## config.mk

```make
export PLATFORM = sky130hd
export DESIGN_NAME = wt_mixer4
export DESIGN_NICKNAME = d
export VERILOG_FILES = /design/src/rtl/wt_mix_pkg.sv /design/src/rtl/wt_tick_gen.sv /design/src/rtl/wt_voice_regs.sv /design/src/rtl/wt_fetch_mix.sv /design/src/rtl/wt_mixer4.sv
export SDC_FILE = /design/constraint.sdc
export NUM_CORES = 1
export LEC_CHECK = 0
export BUFFER_PORTS_ARGS = -buffer_cell sky130_fd_sc_hd__buf_4
export CORE_ASPECT_RATIO = 1.1
export CORE_MARGIN = 1
export CORE_UTILIZATION = 45
export CTS_CLUSTER_SIZE = 12
export DETAILED_ROUTE_END_ITERATION = 6
export GPL_TIMING_DRIVEN = 0
export SYNTH_ARGS = -nofsm -noshare
export SYNTH_HDL_FRONTEND = slang
export SYNTH_SLANG_ARGS = --single-unit
```

## constraint.sdc

```tcl
create_clock -name clk -period 10.9 [get_ports clk]
set_input_delay 2.18 -clock clk [delete_from_list [all_inputs] [get_ports clk]]
set_output_delay 2.18 -clock clk [all_outputs]
set_load 0.05 [all_outputs]
```

## src/rtl/wt_mix_pkg.sv

```systemverilog
package wt_mix_pkg;

  localparam logic [1:0] MODE_WAVETABLE  = 2'd2;
  localparam logic [1:0] RATE_STOPPED    = 2'd1;
  localparam logic [7:0] ADDR_RATE       = 8'h07;
  localparam logic [7:0] ADDR_VOICE_BASE = 8'h10;

  typedef enum logic [1:0] {
    FETCH_IDLE,
    FETCH_LO,
    FETCH_HI,
    FETCH_SUM
  } fetch_state_e;

endpackage

```

## src/rtl/wt_tick_gen.sv

```systemverilog
module wt_tick_gen
  import wt_mix_pkg::*;
#(
  parameter int DIV_R0 = 16,
  parameter int DIV_R2 = 17,
  parameter int DIV_R3 = 8
) (
  input  logic       clk,
  input  logic       rst_n,
  input  logic       run_req,
  input  logic       rate_we,
  input  logic [1:0] rate_wdata,
  output logic       tick,
  output logic [1:0] rate_code
);

  localparam int DIV_MAX = (DIV_R0 > DIV_R2) ?
                           ((DIV_R0 > DIV_R3) ? DIV_R0 : DIV_R3) :
                           ((DIV_R2 > DIV_R3) ? DIV_R2 : DIV_R3);
  localparam int CNT_W = $clog2(DIV_MAX + 1);

  logic [CNT_W-1:0] cnt_q, cnt_d, last_cnt;
  logic [1:0]       rate_q, rate_d;
  logic             run;

  // divider end value for the current code
  always_comb begin
    case (rate_q)
      2'd0:    last_cnt = CNT_W'(DIV_R0 - 1);
      2'd2:    last_cnt = CNT_W'(DIV_R2 - 1);
      2'd3:    last_cnt = CNT_W'(DIV_R3 - 1);
      default: last_cnt = '0;
    endcase
  end

  always_comb begin
    run    = run_req && (rate_q != RATE_STOPPED);
    tick   = run && (cnt_q == last_cnt);
    rate_d = rate_we ? rate_wdata : rate_q;
    if (!run || rate_we) begin
      cnt_d = '0;
    end else if (tick) begin
      cnt_d = '0;
    end else begin
      cnt_d = cnt_q + CNT_W'(1);
    end
  end

  always_ff @(posedge clk or negedge rst_n) begin
    if (!rst_n) begin
      cnt_q  <= '0;
      rate_q <= '0;
    end else begin
      cnt_q <= cnt_d;
      if (rate_we) begin
        rate_q <= rate_d;
      end
    end
  end

  assign rate_code = rate_q;

endmodule

```

## src/rtl/wt_voice_regs.sv

```systemverilog
module wt_voice_regs #(
  parameter int NUM_VOICES = 4,
  parameter int PHASE_W    = 24,
  parameter int IDX_W      = 9,
  parameter int VSEL_W     = $clog2(NUM_VOICES),
  parameter int LANE_W     = 2
) (
  input  logic                          clk,
  input  logic                          rst_n,
  input  logic                          tick,
  input  logic                          wr_en,
  input  logic [VSEL_W-1:0]             wr_voice,
  input  logic                          wr_incr,
  input  logic [LANE_W-1:0]             wr_lane,
  input  logic [7:0]                    wr_data,
  output logic [NUM_VOICES*PHASE_W-1:0] phase_flat,
  output logic [NUM_VOICES*PHASE_W-1:0] incr_flat,
  output logic [NUM_VOICES*IDX_W-1:0]   idx_flat
);

  localparam int BYTES = PHASE_W / 8;

  for (genvar v = 0; v < NUM_VOICES; v++) begin : g_voice
    logic [PHASE_W-1:0] ph_q, ph_d, inc_q, inc_d;
    logic [IDX_W-1:0]   idx_q;
    logic               hit, ph_en, inc_en;

    // next state: tick advance first, then any byte write on top of it
    always_comb begin
      hit   = wr_en && (wr_voice == VSEL_W'(v));
      ph_d  = tick ? (ph_q + inc_q) : ph_q;
      inc_d = inc_q;
      for (int b = 0; b < BYTES; b++) begin
        if (hit && (wr_lane == LANE_W'(BYTES - b))) begin
          if (wr_incr) begin
            inc_d[b*8 +: 8] = wr_data;
          end else begin
            ph_d[b*8 +: 8] = wr_data;
          end
        end
      end
      ph_en  = tick || (hit && !wr_incr);
      inc_en = hit && wr_incr;
    end

    always_ff @(posedge clk or negedge rst_n) begin
      if (!rst_n) begin
        ph_q  <= '0;
        inc_q <= '0;
        idx_q <= '0;
      end else begin
        if (ph_en) begin
          ph_q <= ph_d;
        end
        if (inc_en) begin
          inc_q <= inc_d;
        end
        if (tick) begin
          idx_q <= ph_d[PHASE_W-1 -: IDX_W];
        end
      end
    end

    assign phase_flat[v*PHASE_W +: PHASE_W] = ph_q;
    assign incr_flat[v*PHASE_W +: PHASE_W]  = inc_q;
    assign idx_flat[v*IDX_W +: IDX_W]       = idx_q;
  end

endmodule

```

## src/rtl/wt_fetch_mix.sv

```systemverilog
module wt_fetch_mix
  import wt_mix_pkg::*;
#(
  parameter int NUM_VOICES = 4,
  parameter int IDX_W      = 9,
  parameter int SAMPLE_W   = 8,
  parameter int MIX_W      = 10,
  parameter int ADDR_W     = IDX_W + 1
) (
  input  logic                        clk,
  input  logic                        rst_n,
  input  logic                        run_req,
  input  logic                        tick,
  input  logic [NUM_VOICES*IDX_W-1:0] idx_flat,
  input  logic [SAMPLE_W-1:0]         bank_a_rdata,
  input  logic [SAMPLE_W-1:0]         bank_b_rdata,
  output logic [ADDR_W-1:0]           bank_a_addr,
  output logic [ADDR_W-1:0]           bank_b_addr,
  output logic [MIX_W-1:0]            mix_q,
  output logic                        mix_strobe
);

  localparam int NUM_BANKS       = 2;
  localparam int VOICES_PER_BANK = NUM_VOICES / NUM_BANKS;

  fetch_state_e       state_q, state_d;
  logic [MIX_W-1:0]   acc_q, acc_d, mix_d, pair_sum;
  logic               acc_en, mix_en, strobe_q, strobe_d, hi_sel;
  logic [SAMPLE_W-1:0] rdata [NUM_BANKS];
  logic [ADDR_W-1:0]   addr  [NUM_BANKS];

  function automatic logic signed [MIX_W-1:0] widen(input logic [SAMPLE_W-1:0] raw);
    logic [SAMPLE_W-1:0] flip;
    flip = raw ^ SAMPLE_W'(1 << (SAMPLE_W - 1));
    return MIX_W'($signed(flip));
  endfunction

  assign hi_sel = (state_q == FETCH_HI);

  // even voice of a bank in the low half, odd voice in the upper half
  for (genvar g = 0; g < NUM_BANKS; g++) begin : g_bank
    assign addr[g] = {hi_sel,
                      idx_flat[(g*VOICES_PER_BANK + int'(hi_sel))*IDX_W +: IDX_W]};
    if (g == 0) begin : g_a
      assign rdata[g]    = bank_a_rdata;
      assign bank_a_addr = addr[g];
    end else begin : g_b
      assign rdata[g]    = bank_b_rdata;
      assign bank_b_addr = addr[g];
    end
  end

  assign pair_sum = widen(rdata[0]) + widen(rdata[1]);

  always_comb begin
    if (!run_req) begin
      state_d = FETCH_IDLE;
    end else if (tick) begin
      state_d = FETCH_LO;
    end else begin
      case (state_q)
        FETCH_LO:  state_d = FETCH_HI;
        FETCH_HI:  state_d = FETCH_SUM;
        default:   state_d = FETCH_IDLE;
      endcase
    end
    acc_en   = (state_q == FETCH_HI);
    acc_d    = pair_sum;
    mix_en   = !run_req || (state_q == FETCH_SUM);
    mix_d    = run_req ? (acc_q + pair_sum) : '0;
    strobe_d = run_req && (state_q == FETCH_SUM);
  end

  always_ff @(posedge clk or negedge rst_n) begin
    if (!rst_n) begin
      state_q  <= FETCH_IDLE;
      acc_q    <= '0;
      mix_q    <= '0;
      strobe_q <= 1'b0;
    end else begin
      state_q  <= state_d;
      strobe_q <= strobe_d;
      if (acc_en) begin
        acc_q <= acc_d;
      end
      if (mix_en) begin
        mix_q <= mix_d;
      end
    end
  end

  assign mix_strobe = strobe_q;

endmodule

```

## src/rtl/wt_mixer4.sv

```systemverilog
module wt_mixer4
  import wt_mix_pkg::*;
#(
  parameter int DIV_R0   = 16,
  parameter int DIV_R2   = 17,
  parameter int DIV_R3   = 8,
  parameter int PHASE_W  = 24,
  parameter int IDX_W    = 9,
  parameter int SAMPLE_W = 8,
  parameter int MIX_W    = 10
) (
  input  logic                clk,
  input  logic                rst_n,
  input  logic [1:0]          mode_sel,
  input  logic                cfg_we,
  input  logic [7:0]          cfg_addr,
  input  logic [7:0]          cfg_wdata,
  output logic [IDX_W:0]      bank_a_addr,
  input  logic [SAMPLE_W-1:0] bank_a_rdata,
  output logic [IDX_W:0]      bank_b_addr,
  input  logic [SAMPLE_W-1:0] bank_b_rdata,
  output logic [MIX_W-1:0]    mix_left,
  output logic [MIX_W-1:0]    mix_right,
  output logic                mix_strobe
);

  localparam int NUM_VOICES = 4;
  localparam int VSEL_W     = $clog2(NUM_VOICES);
  localparam int LANE_W     = 2;
  localparam int WIN_BYTES  = NUM_VOICES * 8;

  logic [1:0]                    rst_sync_q;
  logic                          rst_n_int;
  logic                          run_req, tick, rate_we, voice_we;
  logic [1:0]                    rate_code;
  logic [7:0]                    rel_addr;
  logic [NUM_VOICES*PHASE_W-1:0] phase_flat, incr_flat;
  logic [NUM_VOICES*IDX_W-1:0]   idx_flat;
  logic [MIX_W-1:0]              mix_q;

  // reset asserts at once, releases on the second clock edge
  always_ff @(posedge clk or negedge rst_n) begin
    if (!rst_n) begin
      rst_sync_q <= 2'b00;
    end else begin
      rst_sync_q <= {rst_sync_q[0], 1'b1};
    end
  end
  assign rst_n_int = rst_sync_q[1];

  always_comb begin
    run_req  = (mode_sel == MODE_WAVETABLE);
    rel_addr = cfg_addr - ADDR_VOICE_BASE;
    rate_we  = cfg_we && (cfg_addr == ADDR_RATE);
    voice_we = cfg_we && (cfg_addr >= ADDR_VOICE_BASE) &&
               (cfg_addr < (ADDR_VOICE_BASE + 8'(WIN_BYTES)));
  end

  wt_tick_gen #(
    .DIV_R0 (DIV_R0),
    .DIV_R2 (DIV_R2),
    .DIV_R3 (DIV_R3)
  ) u_tick (
    .clk        (clk),
    .rst_n      (rst_n_int),
    .run_req    (run_req),
    .rate_we    (rate_we),
    .rate_wdata (cfg_wdata[1:0]),
    .tick       (tick),
    .rate_code  (rate_code)
  );

  wt_voice_regs #(
    .NUM_VOICES (NUM_VOICES),
    .PHASE_W    (PHASE_W),
    .IDX_W      (IDX_W),
    .VSEL_W     (VSEL_W),
    .LANE_W     (LANE_W)
  ) u_regs (
    .clk        (clk),
    .rst_n      (rst_n_int),
    .tick       (tick),
    .wr_en      (voice_we),
    .wr_voice   (rel_addr[3 +: VSEL_W]),
    .wr_incr    (rel_addr[2]),
    .wr_lane    (rel_addr[1:0]),
    .wr_data    (cfg_wdata),
    .phase_flat (phase_flat),
    .incr_flat  (incr_flat),
    .idx_flat   (idx_flat)
  );

  wt_fetch_mix #(
    .NUM_VOICES (NUM_VOICES),
    .IDX_W      (IDX_W),
    .SAMPLE_W   (SAMPLE_W),
    .MIX_W      (MIX_W),
    .ADDR_W     (IDX_W + 1)
  ) u_mix (
    .clk          (clk),
    .rst_n        (rst_n_int),
    .run_req      (run_req),
    .tick         (tick),
    .idx_flat     (idx_flat),
    .bank_a_rdata (bank_a_rdata),
    .bank_b_rdata (bank_b_rdata),
    .bank_a_addr  (bank_a_addr),
    .bank_b_addr  (bank_b_addr),
    .mix_q        (mix_q),
    .mix_strobe   (mix_strobe)
  );

  assign mix_left  = mix_q;
  assign mix_right = mix_q;

endmodule

```

; Word-level counts from Yosys, hierarchy flattened
; Index checks and enable logic that the tools add are counted.
[totals]
output_inout_bits = 41
reg_bits = 260
[op_classes]
shift = 2
n_bitwise = 2
magnitude_cmp = 2
mux = 35
addsub = 9
n_eq_ne = 15
reduce_logical = 53
multipliers = 2
[op_table]
columns = operator, n
row1 = two-way mux 8 bit, 24
row2 = adder 24 bit, 4
row3 = two-way mux 24 bit, 4
row4 = variable part select 36 x 32 -> 9 bit, 2
row5 = AND reduction 3 bit, 12
row6 = multiplier 32 x 5 -> 32 bit (second input constant), 1
row7 = logical AND 1 bit, 30
row8 = == test 2 bit (second input constant), 9
row9 = one-hot mux 5 bit (3 select lines), 1
row10 = adder 10 bit, 1
row11 = two-way mux 10 bit, 1
row12 = two-way mux 5 bit, 2
row13 = adder 8 x 8 -> 9 bit, 1
row14 = == test 8 x 3 -> 1 bit (second input constant), 1
row15 = >= comparator 8 x 5 -> 1 bit (second input constant), 1
row16 = less-than comparator 8 x 6 -> 1 bit (second input constant), 1
row17 = == test 2 x 1 -> 1 bit (second input constant), 3
row18 = logical OR 1 bit, 6
row19 = adder 5 x 1 -> 5 bit (second input constant), 1
row20 = == test 5 bit, 1
row21 = multiplier 1 x 4 -> 5 bit (second input constant), 1
row22 = subtractor 5 bit (second input constant), 1
row23 = logical NOT 2 bit, 2
row24 = two-way mux 2 bit, 2
row25 = 5 further kinds, 8

; Logic depth before layout (Yosys ltp)
; Gate-level depths: netlist of run 1.
[logic_depth]
ltp_word = 7
ltp_mapped = 15

; Hierarchy
; From an unflattened synthesis of run 1, not the netlist that was laid out.
[unflattened]
hier_cells = 1697
hier_area_um2 = 16315.6
[modules_own_cells]
columns = module, area_per_inst_um2, cells_per_inst, n_inst
row1 = wt_voice_regs, 13917.1, 1458, 1
row2 = wt_fetch_mix, 1824.2, 183, 1
row3 = wt_tick_gen, 392.9, 36, 1
row4 = wt_mixer4, 181.4, 20, 1

; Worst setup path before layout of run 1
; No wires, ideal clock.
[synth_path]
path_kind = input to register
startpoint = input port bank_a_rdata[0]
endpoint = register u_mix.mix_q[9]
setup_time_ns = 0.086
n_path_buf = 0
arrival_ns = 4.494
setup_slack_ns = 6.320
cell_stages = 13
path_cell_list = ha_1 > fa_1 > a21oi_1 > nor2_1 > nor2_1 > o21bai_1 > a21oi_1 > xnor2_1 > ha_1 > o41ai_1 > nand2b_1 > a31oi_1 > nor3_1
[synth_between]
elab_chain_cells = 3
[synth_lines]
columns = element, line_no
row1 = from (decl), wt_mixer4.sv:19  ; input logic [SAMPLE_W-1:0] bank_a_rdata,
row2 = adder 8 x 8 -> 9 bit, wt_fetch_mix.sv:53  ; assign pair_sum = widen(rdata[0]) + widen(rdata[1]);
row3 = net u_mix.acc_d[6], wt_fetch_mix.sv:27  ; logic [MIX_W-1:0] acc_q, acc_d, mix_d, pair_sum;
row4 = adder 10 bit, wt_fetch_mix.sv:70  ; mix_d = run_req ? (acc_q + pair_sum) : '0;
row5 = two-way mux 10 bit, wt_fetch_mix.sv:70
row6 = to (signal assigned), wt_fetch_mix.sv:87  ; mix_q <= mix_d;
row7 = to (decl), wt_fetch_mix.sv:19  ; output logic [MIX_W-1:0] mix_q,
; The timed path passes the listed nets, and every way through them passes these cells.
; A chain may end at the register's enable or synchronous reset.

; Final worst setup path of run 1
[layout_path]
startpoint = register u_mix.state_q[0]
endpoint = output port bank_a_addr[1]
[layout_between]
elab_chain_cells = 3
[layout_lines]
columns = element, line_no
row1 = from (decl), wt_fetch_mix.sv:26  ; fetch_state_e state_q, state_d;
row2 = from (signal assigned), wt_fetch_mix.sv:81  ; state_q <= state_d;
row3 = == test 2 bit, n/a
row4 = net u_mix.acc_en, wt_fetch_mix.sv:28  ; logic acc_en, mix_en, strobe_q, strobe_d, hi_sel;
row5 = multiplier 1 x 4 -> 5 bit, wt_fetch_mix.sv:43  ; idx_flat[(g*VOICES_PER_BANK + int'(hi_sel))*IDX_W +: IDX_W]};
row6 = variable part select 36 x 32 -> 9 bit, wt_fetch_mix.sv:43
row7 = to (decl), wt_mixer4.sv:18  ; output logic [IDX_W:0] bank_a_addr,
; The timed path passes the listed nets, and every way through them passes these cells.

==> results of run 1 <==
flip-flops by register name (all words and copies together), names as in the netlist:
register              count
u_mix.acc_q               9
rst_sync_q                2
u_tick.rate_code          2
u_mix.mix_q              10
u_tick.cnt_q              5
u_mix.state_q             2
u_regs.g_voice.idx_q     36
u_mix.mix_strobe          1
u_regs.g_voice.ph_q      96
u_regs.g_voice.inc_q     96
routing by layer:
| metal | global-route usage, % | up-vias | wire length [um] |
|---|---|---|---|
| li1 | - | 6691 | - |
| met1 | 37.7 | 6994 | 23500 |
| met2 | 45.3 | 519 | 24400 |
| met3 | 3.97 | 116 | 3780 |
| met4 | 13.6 | 0 | 2400 |
| met5 | 0 | - | 0 |
final cells by class:
class / count / area share (%)
Buffer: 107 / 2.92
Clock buffer: 43 / 4.63
Clock inverter: 12 / 1.12
Inverter: 35 / 0.684
Multi-Input combinational cell: 1394 / 50.3
Sequential cell: 259 / 33.7
Tap cell: 487 / 3.17
Timing Repair Buffer: 75 / 3.48
Yosys cell counts, types with 30 or more instances:
library cell,number
mux2_2,116
dfrtp_1,259
nand2_1,190
a31oi_1,36
nor2_1,174
xor2_1,40
nand3_1,30
o21ai_0,88
xnor2_1,57
inv_1,35
clkbuf_1,67
a21oi_1,158
ha_1,117
a21o_1,57
cell families after synthesis:
group                      after synthesis  share of synthesized area, %
AOI/OAI and AO/OA                      495                          19.0
muxes                                  143                          9.37
adders and majority gates              123                          9.41
xor gates and xnor gates                97                          5.05
buffers and inverters                  142                          4.11
DFF                                    259                          38.5
other                                    1                        0.0223
and+or+nand+nor                        535                          14.5
worst max-delay path: cells and delay by family (launching register included):
family / cells / cell delay, ns
buffers and inverters: 4 / 1.74
adder cells (fa/ha/maj): 1 / 0.19
flip-flops: 1 / 0.38
multiplexers: 1 / 0.49
power breakdown:
group	total (uW)	switching [uW]	internal (uW)
sequential	1230	107	1120
clock	1140	430	706
combinational	920	554	366
per-stage QoR:
stage / hold WS [ns] / cells / setup slack, ns / TNS [ns]
after floorplan: 0.331 / 1795 / 3.15 / 0
after global placement: 0.338 / 2351 / -0.321 / -75.06
after detailed placement: 0.306 / 2356 / 5.50 / 0
after CTS: 0.301 / 2411 / 5.25 / 0
after global routing: 0.324 / 2412 / 5.23 / 0
final: 0.276 / 2412 / 5.32 / 0
worst paths after layout:
kind | end | slack [ns] | depth (start not counted)
worst max register to register | u_regs.g_voice[2].idx_q[7] | 7.17 | 9
worst max-delay path | bank_a_addr[1] | 5.32 | 6
max in group asynchronous | rst_sync_q[1] | 9.42 | 1
worst min register to register | u_regs.g_voice[3].ph_q[20] | 0.28 | 0
min in group clk | rst_sync_q[1] | 0.35 | 0
worst min-delay path | u_regs.g_voice[3].ph_q[20] | 0.28 | 0
==> impl_metrics.env, run 1 <==
export IMPL_status="completed"
export IMPL_coreArea_um2=36400
export IMPL_p_leak_uw=0.00935
export IMPL_hp_class="flip-flop to async pin"
export IMPL_rsz0062_at_grt="false"
export IMPL_max_freq_mhz=179
export IMPL_via_per_inst=5.94
export IMPL_htreeDepth=1
export IMPL_layout_commonest_cell="dfrtp_1"
export IMPL_timing_slew_headroom_pct=6.81
export IMPL_place_congestion=0.909
export IMPL_yosysWarnings=0
export IMPL_ioPinCount=78
export IMPL_vias=14300
export IMPL_drt_iter0_markers=1210
export IMPL_p_total_uw=3280
export IMPL_synth_seq_cells=259
export IMPL_synthFlopType="dfrtp_1"
export IMPL_grt_usage_pct=28.3
export IMPL_post_cts_buffers=0
export IMPL_io_buffers=69
export IMPL_path_clk_slew_ns=0.06
export IMPL_worstPathMaxFanout=10
export IMPL_synth_avg_cell_area_um2=9.37
export IMPL_max_stage_delay_ns=0.81
export IMPL_overflow=0
export IMPL_crit_chain="inv_1 -> ha_1 -> clkbuf_1 -> buf_1 -> mux2_2 -> buf_4"
export IMPL_maxCapViolCount=0
export IMPL_die_area_um2=38200
export IMPL_cts_resized=0
export IMPL_diodes=0
export IMPL_grt_pass1_vias=14000
export IMPL_ys_seq_area_share_pct=38.5
export IMPL_ir_drop_mv=0.120
export IMPL_num_nets_final=2062
export IMPL_cp_data_arrival_time_ns=3.40
export IMPL_layout_common_cells="dfrtp_1 (258), nand2_1 (190), nor2_1 (174), a21oi_1 (158), ha_1 (117)"
export IMPL_fill_cells=3427
export IMPL_cts_tree="done"
export IMPL_finish_utilization_pct=52.7
export IMPL_finalCritPeriodShare_pct=51.2
export IMPL_syn_nets=1955
export IMPL_routedWlPerCell_um=22.4
export IMPL_multi_input_area_um2=9660
export IMPL_ant_nets=0
export IMPL_finalCriticalPeriod_ns=5.58
export IMPL_cts_buffers_inserted=30
export IMPL_final_hold_violation_count=0
export IMPL_async_reset_ff_share_pct=100
export IMPL_cp_startpoint="u_mix.state_q[0]"
export IMPL_r2r_start="u_tick.rate_code[0]"
export IMPL_antenna_found_initial=0
export IMPL_crit_type="flip-flop to output port"
export IMPL_synth_edff_count=0
export IMPL_synth_top_area_share_pct=38.5
export IMPL_clkSinkCount=259
export IMPL_grt_max_degree=60
export IMPL_power_density_nw_per_um2=171
export IMPL_drv_slew=0
export IMPL_cp_start_kind="flip-flop"
export IMPL_fp_dieW_um=186
export IMPL_rows=73
export IMPL_insertion_delay_ns=0.59
export IMPL_crit_required_ns=8.72
export IMPL_final_area_um2=19200
export IMPL_netlist_area_um2=16800
export IMPL_root_buffer="clkbuf_16"
export IMPL_postSynthCellCount=1795
export IMPL_max_slew_worst_pin_slew_ns=1.40
export IMPL_drc_errors=0
export IMPL_start_util_pct=46.2
export IMPL_post_dp_hpwl_um=38100
export IMPL_regArea_um2=6480
export IMPL_critPathCaptureType="output port"
export IMPL_hold_buffers=0
export IMPL_dr_pass1_iters=5
export IMPL_synth_area_leaders="dfrtp_1 (39%), ha_1 (8.7%), mux2_2 (7.8%)"
export IMPL_crit_path_top_delay_cell="buf_1"
export IMPL_yosysTopAreaCell="dfrtp_1"
export IMPL_skew_ns=0.0183
export IMPL_die_h_um=205
export IMPL_postPlaceCellArea_um2=18100
export IMPL_ys_types=90
export IMPL_setup_viol=0
export IMPL_grt_pass1_wl_um=82400
export IMPL_area_growth_syn_to_layout_pct=14.2
export IMPL_drive_gt1_share_pct=15.8
export IMPL_wirelength_um=54100
export IMPL_clock_path_buffers=3
No activity file was read; power rests on OpenSTA's default activity.
==> run 2: changes to the inputs <==
- ABC_AREA: unset -> 1
- clock period: 10.9 -> 5.28 ns (I/O delays scaled with it)
==> impl_metrics.env, run 2 <==
export IMPL_status="completed"
export IMPL_drv_slew=0
export IMPL_layout_commonest_cell="nand2_1"
export IMPL_crit_type="flip-flop to output port"
export IMPL_finalCriticalPeriod_ns=3.73
export IMPL_grt_pass1_vias=17900
export IMPL_synth_edff_count=0
export IMPL_ys_seq_area_share_pct=34.4
export IMPL_start_util_pct=45.6
export IMPL_tns_ns=0
export IMPL_post_dp_hpwl_um=47600
export IMPL_path_buf_inv=5
export IMPL_synth_avg_cell_area_um2=6.57
export IMPL_coreArea_um2=41300
export IMPL_die_area_um2=42600
export IMPL_overflow=0
export IMPL_cts_buffers_inserted=31
export IMPL_synth_seq_cells=259
export IMPL_synth_top_area_share_pct=34.4
export IMPL_cp_data_arrival_time_ns=2.67
export IMPL_async_reset_ff_share_pct=100
export IMPL_place_congestion=0.944
export IMPL_max_slew_worst_pin_slew_ns=1.33
export IMPL_power_density_nw_per_um2=344
export IMPL_dr_pass1_iters=6
export IMPL_wirelength_um=63200
export IMPL_drive_gt1_share_pct=6.93
export IMPL_clkSinkCount=259
export IMPL_io_buffers=74
export IMPL_ant_nets=0
export IMPL_crit_required_ns=4.22
export IMPL_skew_ns=0.0206
export IMPL_crit_chain="inv_1 -> ha_1 -> clkbuf_1 -> inv_1 -> clkbuf_1 -> nand2_1 -> nand2_1 -> buf_4"
export IMPL_path_clk_slew_ns=0.06
export IMPL_yosysTopAreaCell="dfrtp_1"
export IMPL_synth_area_leaders="dfrtp_1 (34%), nand2_1 (22%), inv_1 (8.3%)"
export IMPL_antenna_found_initial=0
export IMPL_htreeDepth=1
export IMPL_grt_usage_pct=30.1
export IMPL_postPlaceCellArea_um2=20200
export IMPL_final_area_um2=21200
export IMPL_synth_most_common_cell="nand2_1"
export IMPL_p_leak_uw=0.0121
export IMPL_drc_errors=0
export IMPL_netlist_area_um2=18800
export IMPL_cts_resized=0
export IMPL_syn_nets=3026
export IMPL_via_per_inst=5.14
export IMPL_root_buffer="clkbuf_16"
export IMPL_cts_tree="done"
export IMPL_top_regs="u_regs.g_voice.inc_q (96), u_regs.g_voice.ph_q (96), u_regs.g_voice.idx_q (36)"
export IMPL_max_freq_mhz=268
export IMPL_area_growth_syn_to_layout_pct=12.6
export IMPL_worstPathMaxFanout=10
export IMPL_ioPinCount=78
export IMPL_maxCapViolCount=0
export IMPL_rsz0062_at_grt="false"
export IMPL_insertion_delay_ns=0.60
export IMPL_routedWlPerCell_um=17.8
export IMPL_grt_pass1_wl_um=99300
export IMPL_cp_num_cells=8
export IMPL_critPathTopFamily="buffers and inverters"
export IMPL_synth_commonest_cells="nand2_1 (1124), inv_1 (415), dfrtp_1 (259)"
export IMPL_ys_types=49
export IMPL_finalCritPeriodShare_pct=70.6
export IMPL_postSynthCellCount=2866
export IMPL_r2r_cells=9
export IMPL_clock_path_buffers=3
export IMPL_layout_common_cells="nand2_1 (1124), inv_1 (415), dfrtp_1 (258), nor2_1 (207), nand3_1 (180)"
export IMPL_drt_iter0_markers=1220
export IMPL_die_h_um=216
export IMPL_synthFlopType="dfrtp_1"
export IMPL_cp_start_kind="flip-flop"
export IMPL_hold_ws_ns=0.242
export IMPL_timing_slew_headroom_pct=11.6
export IMPL_ir_drop_mv=0.294
export IMPL_grt_max_degree=62
export IMPL_num_nets_final=3137
export IMPL_vias=18300
export IMPL_yosysWarnings=0
export IMPL_final_hold_violation_count=0
export IMPL_setup_viol=0
export IMPL_critPathCaptureType="output port"
export IMPL_fp_dieW_um=197
export IMPL_post_cts_buffers=0
export IMPL_crit_path_top_delay_cell="clkbuf_1"
export IMPL_diodes=0
export IMPL_hp_class="primary input to async pin"
export IMPL_max_stage_delay_ns=0.60
export IMPL_rows=78
export IMPL_hold_buffers=0
-- run 2: changes by cell type after synthesis, sizes merged, moves of 64 or more --
cell   change
o21ai     +81
mux2     -116
inv      +390
nand2    +942
a21oi     -64
nand3    +152
-- run 2: final timing paths --
kind	from	endpoint	slack, ns
max reg2reg	u_tick.rate_code[0]	u_regs.g_voice[2].idx_q[4]	2.52
max	u_mix.state_q[0]	bank_b_addr[5]	1.55
min reg2reg	rst_sync_q[0]	rst_sync_q[1]	0.35
min	rst_n	rst_sync_q[0]	0.24
min in group clk	rst_sync_q[0]	rst_sync_q[1]	0.35
max in group asynchronous	rst_sync_q[1]	u_regs.g_voice[3].inc_q[3]	3.77
-- run 2: metrics by stage --
step	cells	power (uW)	setup slack [ns]	util, %
floorplan	2866	4420	1.03	-
global placement	3500	5060	-0.831	48.6
detailed placement	3504	5120	1.29	48.9
CTS	3561	7300	1.46	51.3
global route	3561	7770	1.32	51.3
finish	3561	7290	1.55	51.3
-- run 2: layout make-up --
type                    count  area, um2
flip-flops and latches    259       6480
clock buffers              45        888
plain buffers              75        398
multi-input cells        2103      10300
repair buffers             78        658
clock inverters            12        123
inverters                 429       1610
well taps                 560        701
fillers                  4261      20100
-- run 2: kinds of logic after synthesis --
logic type      after synthesis  synth area share [%]
flops                       259                  34.4
xor+xnor                     44                  2.05
simple gates               1599                  34.7
fa+ha+maj                   123                  8.42
compound gates              336                  9.74
other cells                   1                0.0199
buf+inv                     504                  10.7
-- run 2: where the power goes --
group	switching (uW)	internal (uW)
Sequential	276	2380
Clock	911	1260
Combinational	1590	869
Total	2780	4500
-- run 2: per-layer routing --
layer	up-vias	global-route usage, %	wire length [um]
met1	8523	38.9	27600
met5	-	0	0
li1	9199	-	-
met2	476	51.9	30000
met3	117	3.56	3450
met4	0	10.3	2150
==> run 3: changes to the inputs <==
- clock period: 5.28 -> 3.7 ns (I/O delays scaled with it)
==> impl_metrics.env, run 3 (synthesis results as in run 2) <==
export IMPL_cts_tree="done"
export IMPL_layout_common_cells="nand2_1 (1124), inv_1 (415), dfrtp_1 (258), nor2_1 (207), nand3_1 (180)"
export IMPL_start_util_pct=45.6
export IMPL_crit_path_top_delay_cell="clkbuf_1"
export IMPL_wirelength_um=62600
export IMPL_clkSinkCount=259
export IMPL_vias=18400
export IMPL_setup_viol=0
export IMPL_io_buffers=74
export IMPL_drc_errors=0
export IMPL_cp_num_cells=8
export IMPL_overflow=0
export IMPL_routedWlPerCell_um=17.6
export IMPL_power_density_nw_per_um2=488
export IMPL_worstPathMaxFanout=10
export IMPL_final_hold_violation_count=0
export IMPL_hp_class="flip-flop to async pin"
export IMPL_die_h_um=216
export IMPL_cts_buffers_inserted=30
export IMPL_cp_data_arrival_time_ns=2.76
export IMPL_via_per_inst=5.17
export IMPL_die_area_um2=42600
export IMPL_rsz0062_at_grt="false"
export IMPL_postPlaceCellArea_um2=20200
export IMPL_grt_pass1_wl_um=98100
export IMPL_grt_usage_pct=29.8
export IMPL_max_freq_mhz=286
export IMPL_final_cells=3560
export IMPL_fp_dieW_um=197
export IMPL_rows=78
export IMPL_p_leak_uw=0.0121
export IMPL_place_congestion=0.942
export IMPL_root_buffer="clkbuf_16"
export IMPL_cp_startpoint="u_mix.state_q[0]"
export IMPL_top_regs="u_regs.g_voice.inc_q (96), u_regs.g_voice.ph_q (96), u_regs.g_voice.idx_q (36)"
export IMPL_clock_path_buffers=3
export IMPL_status="completed"
export IMPL_path_clk_slew_ns=0.06
export IMPL_drv_slew=0
export IMPL_critPathCaptureType="output port"
export IMPL_r2r_cells=9
export IMPL_finalCriticalPeriod_ns=3.50
export IMPL_grt_pass1_vias=17600
export IMPL_max_slew_worst_pin_slew_ns=1.35
export IMPL_final_area_um2=21200
export IMPL_antenna_found_initial=0
export IMPL_ant_nets=0
export IMPL_max_stage_delay_ns=0.64
export IMPL_finalCritPeriodShare_pct=94.6
export IMPL_insertion_delay_ns=0.60
export IMPL_cts_resized=0
export IMPL_num_nets_final=3137
export IMPL_diodes=0
export IMPL_dr_pass1_iters=7
export IMPL_crit_type="flip-flop to output port"
export IMPL_cp_start_kind="flip-flop"
export IMPL_crit_chain="inv_1 -> ha_1 -> clkbuf_1 -> inv_1 -> clkbuf_1 -> nand2_1 -> nand2_1 -> buf_4"
export IMPL_dp_cells=3504
export IMPL_critPathTopFamily="buffers and inverters"
export IMPL_layout_commonest_cell="nand2_1"
export IMPL_multi_input_area_um2=10300
export IMPL_area_growth_syn_to_layout_pct=12.7
export IMPL_dp_slack_ns=0.0573
export IMPL_skew_ns=0.0259
export IMPL_crit_required_ns=2.96
export IMPL_regArea_um2=6480
export IMPL_coreArea_um2=41300
export IMPL_ir_drop_mv=0.429
export IMPL_maxCapViolCount=0
export IMPL_finish_utilization_pct=51.4
export IMPL_drt_iter0_markers=1312
export IMPL_path_buf_inv=5
export IMPL_setup_slack_ns=0.199
export IMPL_fill_cells=4283
export IMPL_grt_max_degree=67
export IMPL_timing_slew_headroom_pct=10.3
export IMPL_ioPinCount=78
export IMPL_drive_gt1_share_pct=6.97
export IMPL_r2r_start="u_tick.rate_code[0]"
export IMPL_htreeDepth=1
export IMPL_p_total_uw=10300
export IMPL_post_dp_hpwl_um=47300
-- run 3: cell count changes in the layout (fill, tap and decap cells not counted) --
cell,change
buf_16,+1
dlygate4sd3_1,+1
clkinv_2,+1
buf_12,-1
clkbuf_8,+1
clkinv_4,-1
clkbuf_1,-3
-- run 3: final timing paths --
kind,endpoint,slack (ns)
min in group clk,rst_sync_q[1],0.36
worst max register to register,u_regs.g_voice[2].idx_q[5],0.89
worst min register to register,u_regs.g_voice[1].ph_q[20],0.26
worst min-delay path,u_regs.g_voice[1].ph_q[20],0.26
max in group asynchronous,u_regs.g_voice[3].ph_q[3],2.14
worst max-delay path,bank_b_addr[5],0.20
-- run 3: report_power, final --
| group | total [uW] | switching, uW | leakage, uW | internal, uW |
|---|---|---|---|---|
| combinational | 3500 | 2260 | 0.00818 | 1240 |
| clock | 3070 | 1270 | 0.000499 | 1800 |
| sequential | 3780 | 388 | 0.00342 | 3390 |
-- run 3: cell type report --
type	instances	share of cell area, %
Clock inverter	12	0.560
Sequential cell	259	30.6
Tap cell	560	3.30
Buffer	75	1.88
Timing Repair Buffer	79	3.19
Clock buffer	43	4.20
Inverter	429	7.59
Multi-Input combinational cell	2103	48.7
-- run 3: per-layer routing --
layer  part of all wire [%]  vias up  track usage [%]
met3                    5.2      119             3.25
met5                      0        -                0
met4                    3.5        0             10.8
met1                     44     8628             38.6
met2                     47      456             51.1
li1                       -     9200                -
-- run 3: through the flow --
stage / TNS, ns / hold WS [ns]
2_1_floorplan: 0 / 0.331
3_3_place_gp: -0.0251 / 0.339
3_5_place_dp: 0 / 0.275
4_1_cts: 0 / 0.283
5_1_grt: 0 / 0.303
6_report: 0 / 0.259
-- run 3: timing repair --
action | 4_1_cts | 5_1_grt
endpoints found under the setup margin | 0 | 0
hold buffers | 1 | 0
endpoints found under the hold margin | 2 | 0
buffers inserted | 0 | 0
